==> src/rtl/opmul_wrap.sv <==
module opmul_wrap #(
  parameter int OPW = 16,
  parameter int RESW = 32,
  parameter int LAT = 4
) (
  input  logic            clk,
  input  logic            rst,
  input  logic            start_tok,
  input  logic            hs_mode,
  input  logic [OPW-1:0]  opa,
  input  logic [OPW-1:0]  opb,
  output logic [OPW-1:0]  core_din,
  output logic            core_ld,
  input  logic [RESW-1:0] core_y,
  input  logic            core_rdy,
  output logic            res_en,
  output logic [RESW-1:0] prod_q,
  output logic            finish_tok,
  output logic            start_err
);
  localparam int NST = LAT + 3;
  localparam int SOUT = NST - 1;

  logic [NST-1:0] st, nx;
  logic busy;

  assign busy = |st;
  assign start_err = start_tok & busy;

  assign nx[0] = start_tok & ~busy;
  assign nx[1] = st[0] | (hs_mode & st[1] & ~core_rdy);
  assign nx[2] = ~hs_mode & st[1];
  genvar k;
  generate
    for (k = 3; k < SOUT; k++) begin : g_wait
      assign nx[k] = st[k-1];
    end
  endgenerate
  assign nx[SOUT] = hs_mode ? (st[1] & core_rdy) : st[SOUT-1];

  always_ff @(posedge clk) begin
    if (rst) st <= '0;
    else     st <= nx;
  end

  assign core_din = st[0] ? opa : opb;
  assign core_ld  = st[0];
  assign res_en   = st[SOUT];

  always_ff @(posedge clk) begin
    if (rst) begin
      prod_q     <= '0;
      finish_tok <= 1'b0;
    end else begin
      if (res_en) prod_q <= core_y;
      finish_tok <= res_en;
    end
  end
endmodule


==> config.mk <==
export PLATFORM = sky130hd
export DESIGN_NAME = opmul_wrap
export DESIGN_NICKNAME = d
export VERILOG_FILES = /design/src/rtl/opmul_wrap.sv
export SDC_FILE = /design/constraint.sdc
export NUM_CORES = 1
export LEC_CHECK = 0
export CAP_MARGIN = 5
export CORE_ASPECT_RATIO = 1.75
export CORE_MARGIN = 3
export CORE_UTILIZATION = 32
export CTS_BUF_LIST = sky130_fd_sc_hd__clkbuf_4
export DETAILED_ROUTE_END_ITERATION = 16
export GPL_TIMING_DRIVEN = 0
export PLACE_DENSITY_LB_ADDON = 0.2
export SLEW_MARGIN = 20
export SYNTH_ARGS = -nofsm -noshare
export SYNTH_HDL_FRONTEND = slang
export SYNTH_SLANG_ARGS = --single-unit
==> constraint.sdc <==
create_clock -name clk -period 1.02 [get_ports clk]
set_input_delay 0.153 -clock clk [delete_from_list [all_inputs] [get_ports clk]]
set_output_delay 0.153 -clock clk [all_outputs]
set_load 0.05 [all_outputs]
# After elaboration in Yosys (flattened, before gate mapping)
# Index checks and enable logic that the tools add are counted.
[op_classes]
n_mux = 2
bitwise_logic = 10
n_reduce_logical = 1
[op_table]
columns = ["op", "count"]
rows = [
  ["$mux 16", 1],
  ["$reduce_or 7->1", 1],
  ["$and 1x1->1", 6],
  ["$not 1->1", 3],
  ["$mux 1", 1],
  ["$or 1x1->1", 1],
]
[totals]
regBits = 40
in_bits = 69
out_inout_bits = 52
word_cells = 16

# Longest topological paths before layout
# Gate-level depths: netlist (run 1).
[depth]
depth_word = 3
mapped_depth = 4

# Least setup slack after synthesis (run 1)
# OpenSTA, ideal clock, no wires.
[synth_timing]
path_kind = "register to output"
from = "reg st[6]"
to = "out start_err"
arrival_ns = 2.053
setup_slack_ns = -1.186
stages_incl_launch_ff = 4
cell_sequence = "dfxtp_1 buf_6 nor3_1 a21boi_0"
[synth_between]
elab_chain_len = 2
[synth_lines]
columns = ["element", "line_no", "rtl"]
rows = [
  ["start, declared", "24", "logic [NST-1:0] st, nx;"],
  ["start signal, assigned", "43", "else st <= nx;"],
  ["$reduce_or 7->1", "27", "assign busy = |st;"],
  ["$and 1x1->1", "28", "assign start_err = start_tok & busy;"],
  ["end, declared", "19", "output logic start_err"],
]
# Every way passes these cells.

# Final worst setup path (run 1)
[layout_timing]
from = "reg st[0]"
to = "out core_din[12]"
[layout_between]
elab_chain_len = 1
[layout_lines]
columns = ["element", "line_no", "rtl"]
rows = [
  ["$mux 16", "46", "assign core_din = st[0] ? opa : opb;"],
  ["end, declared", "12", "output logic [OPW-1:0] core_din,"],
]
# Every way passes these cells.

==> results by group, run 1 <==
Outcome
  – Status: finished, violations left
  – Violated checks: negative setup slack

Timing
  – Worst slew margin: 74.05%
  – Crit path time final: 1.568 ns
  – Tcrit/Tclk final: 153.7%
  – Max-slew violations: 0
  – Worst setup margin: -0.5476 ns
  – Clk_skew: 0.01580 ns
  – Hold Slack: 0.4054 ns
  – Tightest Pin Transition: 0.3861 ns
  – Max frequency: 637.9 MHz
  – Setup Viol. Count Final: 20
  – Final hold vios: 0
  – RSZ-0062 raised after global routing: true

Setup path
  – Crit Path Max Fanout: 5
  – CP required: 0.87 ns
  – Critical path type: reg2out
  – R2r startpoint: st[0]
  – Critical Path Start Type: flop
  – Setup crit end: core_din[12]
  – R2R depth: 4
  – Worst reg-to-reg setup slack: -0.04 ns
  – CP endpoint kind: output port
  – Critical path origin: st[0]
  – Critical path arrival: 1.41 ns
  – Reg2reg end: st[0]

Synthesis
  – Yosys top cell by area: dfxtp_1
  – Count leader, synth: dfxtp_1
  – Sequential-to-total area share from yosys stat: 48.41%
  – Synthesized area: 1654 um^2
  – FFs w/ async S/R, synth: 0%
  – Yosys reg bits: 40
  – Area contributors post-synth: dfxtp_1 48%, mux2i_1 19%, mux2_4 8.2%
  – Main flop type after synthesis: dfxtp_1
  – Number of flops mapped to enable cells by yosys: 0
  – Top cell type's share of synthesized area: 48.41%
  – Syn_nets: 214
  – Mapped Cells: 145
  – Yosys warns: 0
  – Synthesized area per cell: 11.41 um^2
  – Synth unique cells: 21
  – Most frequent cells after synthesis: 40 x dfxtp_1, 32 x mux2i_1, 32 x nor2_1

Placed design
  – GP Congestion: 0.6657
  – # port buffers: 120
  – Cell count after placement: 319
  – Final HPWL DP: 3636 um

Clocking
  – Sinks on Clock Net: 40
  – Hold-fix buffers, CTS: 0
  – H-tree levels: 2
  – Maximum clock path buffer count: 2
  – CTS tree: built
  – Clk Latency, worst-skew pair: 0.34 ns
  – Clock-pin slew on the worst setup and hold paths: 0.12 ns
  – Root Buffer: clkbuf_4
  – Inserted Clock Buffers: 5

Drt
  – Wire per inst: 14.94 um
  – Vias post-DR: 1,578
  – Starting DRT DRC Count: 9
  – Routed WL: 5035 um
  – Pre-antenna DRT Iters: 4
  – Final ANT Viol Nets: 0
  – Number of vias per cell: 4.682
  – Drt drc: 0

Global route
  – Total grt overflow: 0
  – Vias in the first global route: 1,677
  – Largest net degree at the start of global routing: 13
  – Initial antenna violation count: 0
  – First-pass GRT wire length: 7714 um
  – Total GRT Usage: 16.51%

Floorplan
  – # IOs: 121
  – Core Area: 4977 um^2
  – Site Rows: 34
  – Starting Density: 33.23%
  – Die height: 101.1 um
  – Die boundary width: 60.35 um
  – Die ar.: 6102 um^2

Power
  – Maximum vdd drop: 0.001057 V
  – PwrDens: 965.2 nW/um^2
  – Lkg Pwr: 1.392 nW

Final layout
  – ANT cells: 0
  – Area occupied by registers: 849.6 um^2
  – Final std cells w/o fill: 337
  – Layout Nets: 351
  – Multi-input logic area: 807.0 um^2
  – Layout cells sized above 1: 47.70%
  – Area Overhead vs Synth: 110.0%
  – Fill cells: 352

Flow run
  – Max cap viols: 0

Hold path
  – Type of the most critical hold path: in2reg
[cell families (layout without fill, tap and decap cells)]
family | count (synthesis) | after routing | share of synthesized area, %
buffers and inverters | 11 | 149 | 6.581
DFF | 40 | 40 | 48.41
muxes | 48 | 48 | 32.30
AOI/OAI and AO/OA | 3 | 3 | 1.059
and+or+nand+nor | 43 | 43 | 11.65
[power breakdown]
group          total (mW)  leakage [nW]  switching, mW  internal, mW
registers            1.59         0.341         0.0151          1.58
clock network       0.748        0.0324          0.494         0.253
logic                1.01          1.02          0.443         0.571
[metrics by stage]
stage	cell area [um^2]	power, mW	utilization (%)	setup WS, ns	TNS [ns]
floorplan	1673	2.067	-	-0.2338	-5.267
global placement	2942	2.481	59.10	-0.7781	-31.95
detailed placement	2942	2.488	59.10	-0.7770	-32.37
CTS	3298	3.382	66.26	-0.5776	-9.851
global route	3473	3.500	69.78	-0.6040	-12.20
finish	3473	3.353	69.78	-0.5476	-9.468
[timing repair]
item / 4_1_cts / 5_1_grt
setup buffers: 5 / 2
resized for setup: 431 / 34
cloned: 1 / 2
endpoints found under the setup margin: 73 / 82
pin swaps: 1 / 1
endpoints found under the hold margin: 0 / 0
[layout make-up]
| type | instances | area share [%] |
|---|---|---|
| multi-input cells | 94 | 23.23 |
| repair buffers | 130 | 44.74 |
| clock inverters | 3 | 0.3963 |
| well taps | 54 | 1.945 |
| flip-flops and latches | 40 | 24.46 |
| plain buffers | 10 | 4.035 |
| inverters | 1 | 0.1081 |
| clock buffers | 5 | 1.081 |
[worst max-delay path: stages (launching register included)]
cell	delay, ns
dfxtp_4	0.36
buf_8	0.14
buf_16	0.13
mux2_4	0.30
buf_8	0.15
[routing by layer]
layer | vias up | part of all wire [%] | global-route usage (%)
met3 | 5 | 14 | 6.923
met5 | - | 0 | 0
met4 | 0 | 1.2 | 4.608
met1 | 713 | 33 | 16.69
met2 | 99 | 52 | 29.92
li1 | 761 | - | -
[state kept, by name, indices dropped and copies added (netlist names)]
name        flops
prod_q         32
finish_tok      1
st              7
[how the worst min path moves through the flow]
stage                           from          to  slack [ns]  cells past startpoint
after floorplan              hs_mode       st[2]        0.23                      1
after global placement         st[4]       st[5]        0.46                      1
after detailed placement       st[4]       st[5]        0.46                      1
after CTS                 core_y[16]  prod_q[16]        0.40                      3
after global routing      core_y[29]  prod_q[29]        0.42                      3
final                     core_y[19]  prod_q[19]        0.41                      3
[cells in the final DEF (no fill, tap or decap)]
| cell | Yosys | routed |
|---|---|---|
| clkdlybuf4s50_1 | 0 | 68 |
| buf_8 | 3 | 40 |
| dfxtp_2 | 0 | 33 |
| nor2_1 | 32 | 32 |
| mux2i_1 | 32 | 30 |
| mux2_4 | 9 | 16 |
| buf_6 | 2 | 16 |
| clkbuf_4 | 0 | 6 |
| buf_12 | 1 | 5 |
| buf_4 | 0 | 5 |
| dfxtp_1 | 40 | 5 |
| nor2b_1 | 4 | 4 |
| mux2i_2 | 0 | 2 |
| clkbuf_2 | 0 | 2 |
| a21oi_1 | 2 | 2 |
| clkinv_2 | 0 | 2 |
| clkbuf_16 | 0 | 2 |
| dfxtp_4 | 0 | 2 |
| nor4_2 | 0 | 1 |
| nor3_4 | 0 | 1 |
| a21boi_4 | 0 | 1 |
| nor3b_1 | 1 | 1 |
| inv_1 | 1 | 1 |
| nand3b_1 | 1 | 1 |
| and4b_1 | 1 | 1 |
| nand2b_1 | 1 | 1 |
| nand3_1 | 1 | 1 |
| clkinv_1 | 0 | 1 |
| buf_16 | 0 | 1 |
No activity file was read; power rests on OpenSTA's default activity.
==> run 2, diff against run 1 <==
- CTS_CLUSTER_SIZE: not set -> 10
==> results of run 2 <==
Same layout as run 1: the final DEF is identical, and so are final timing and power.
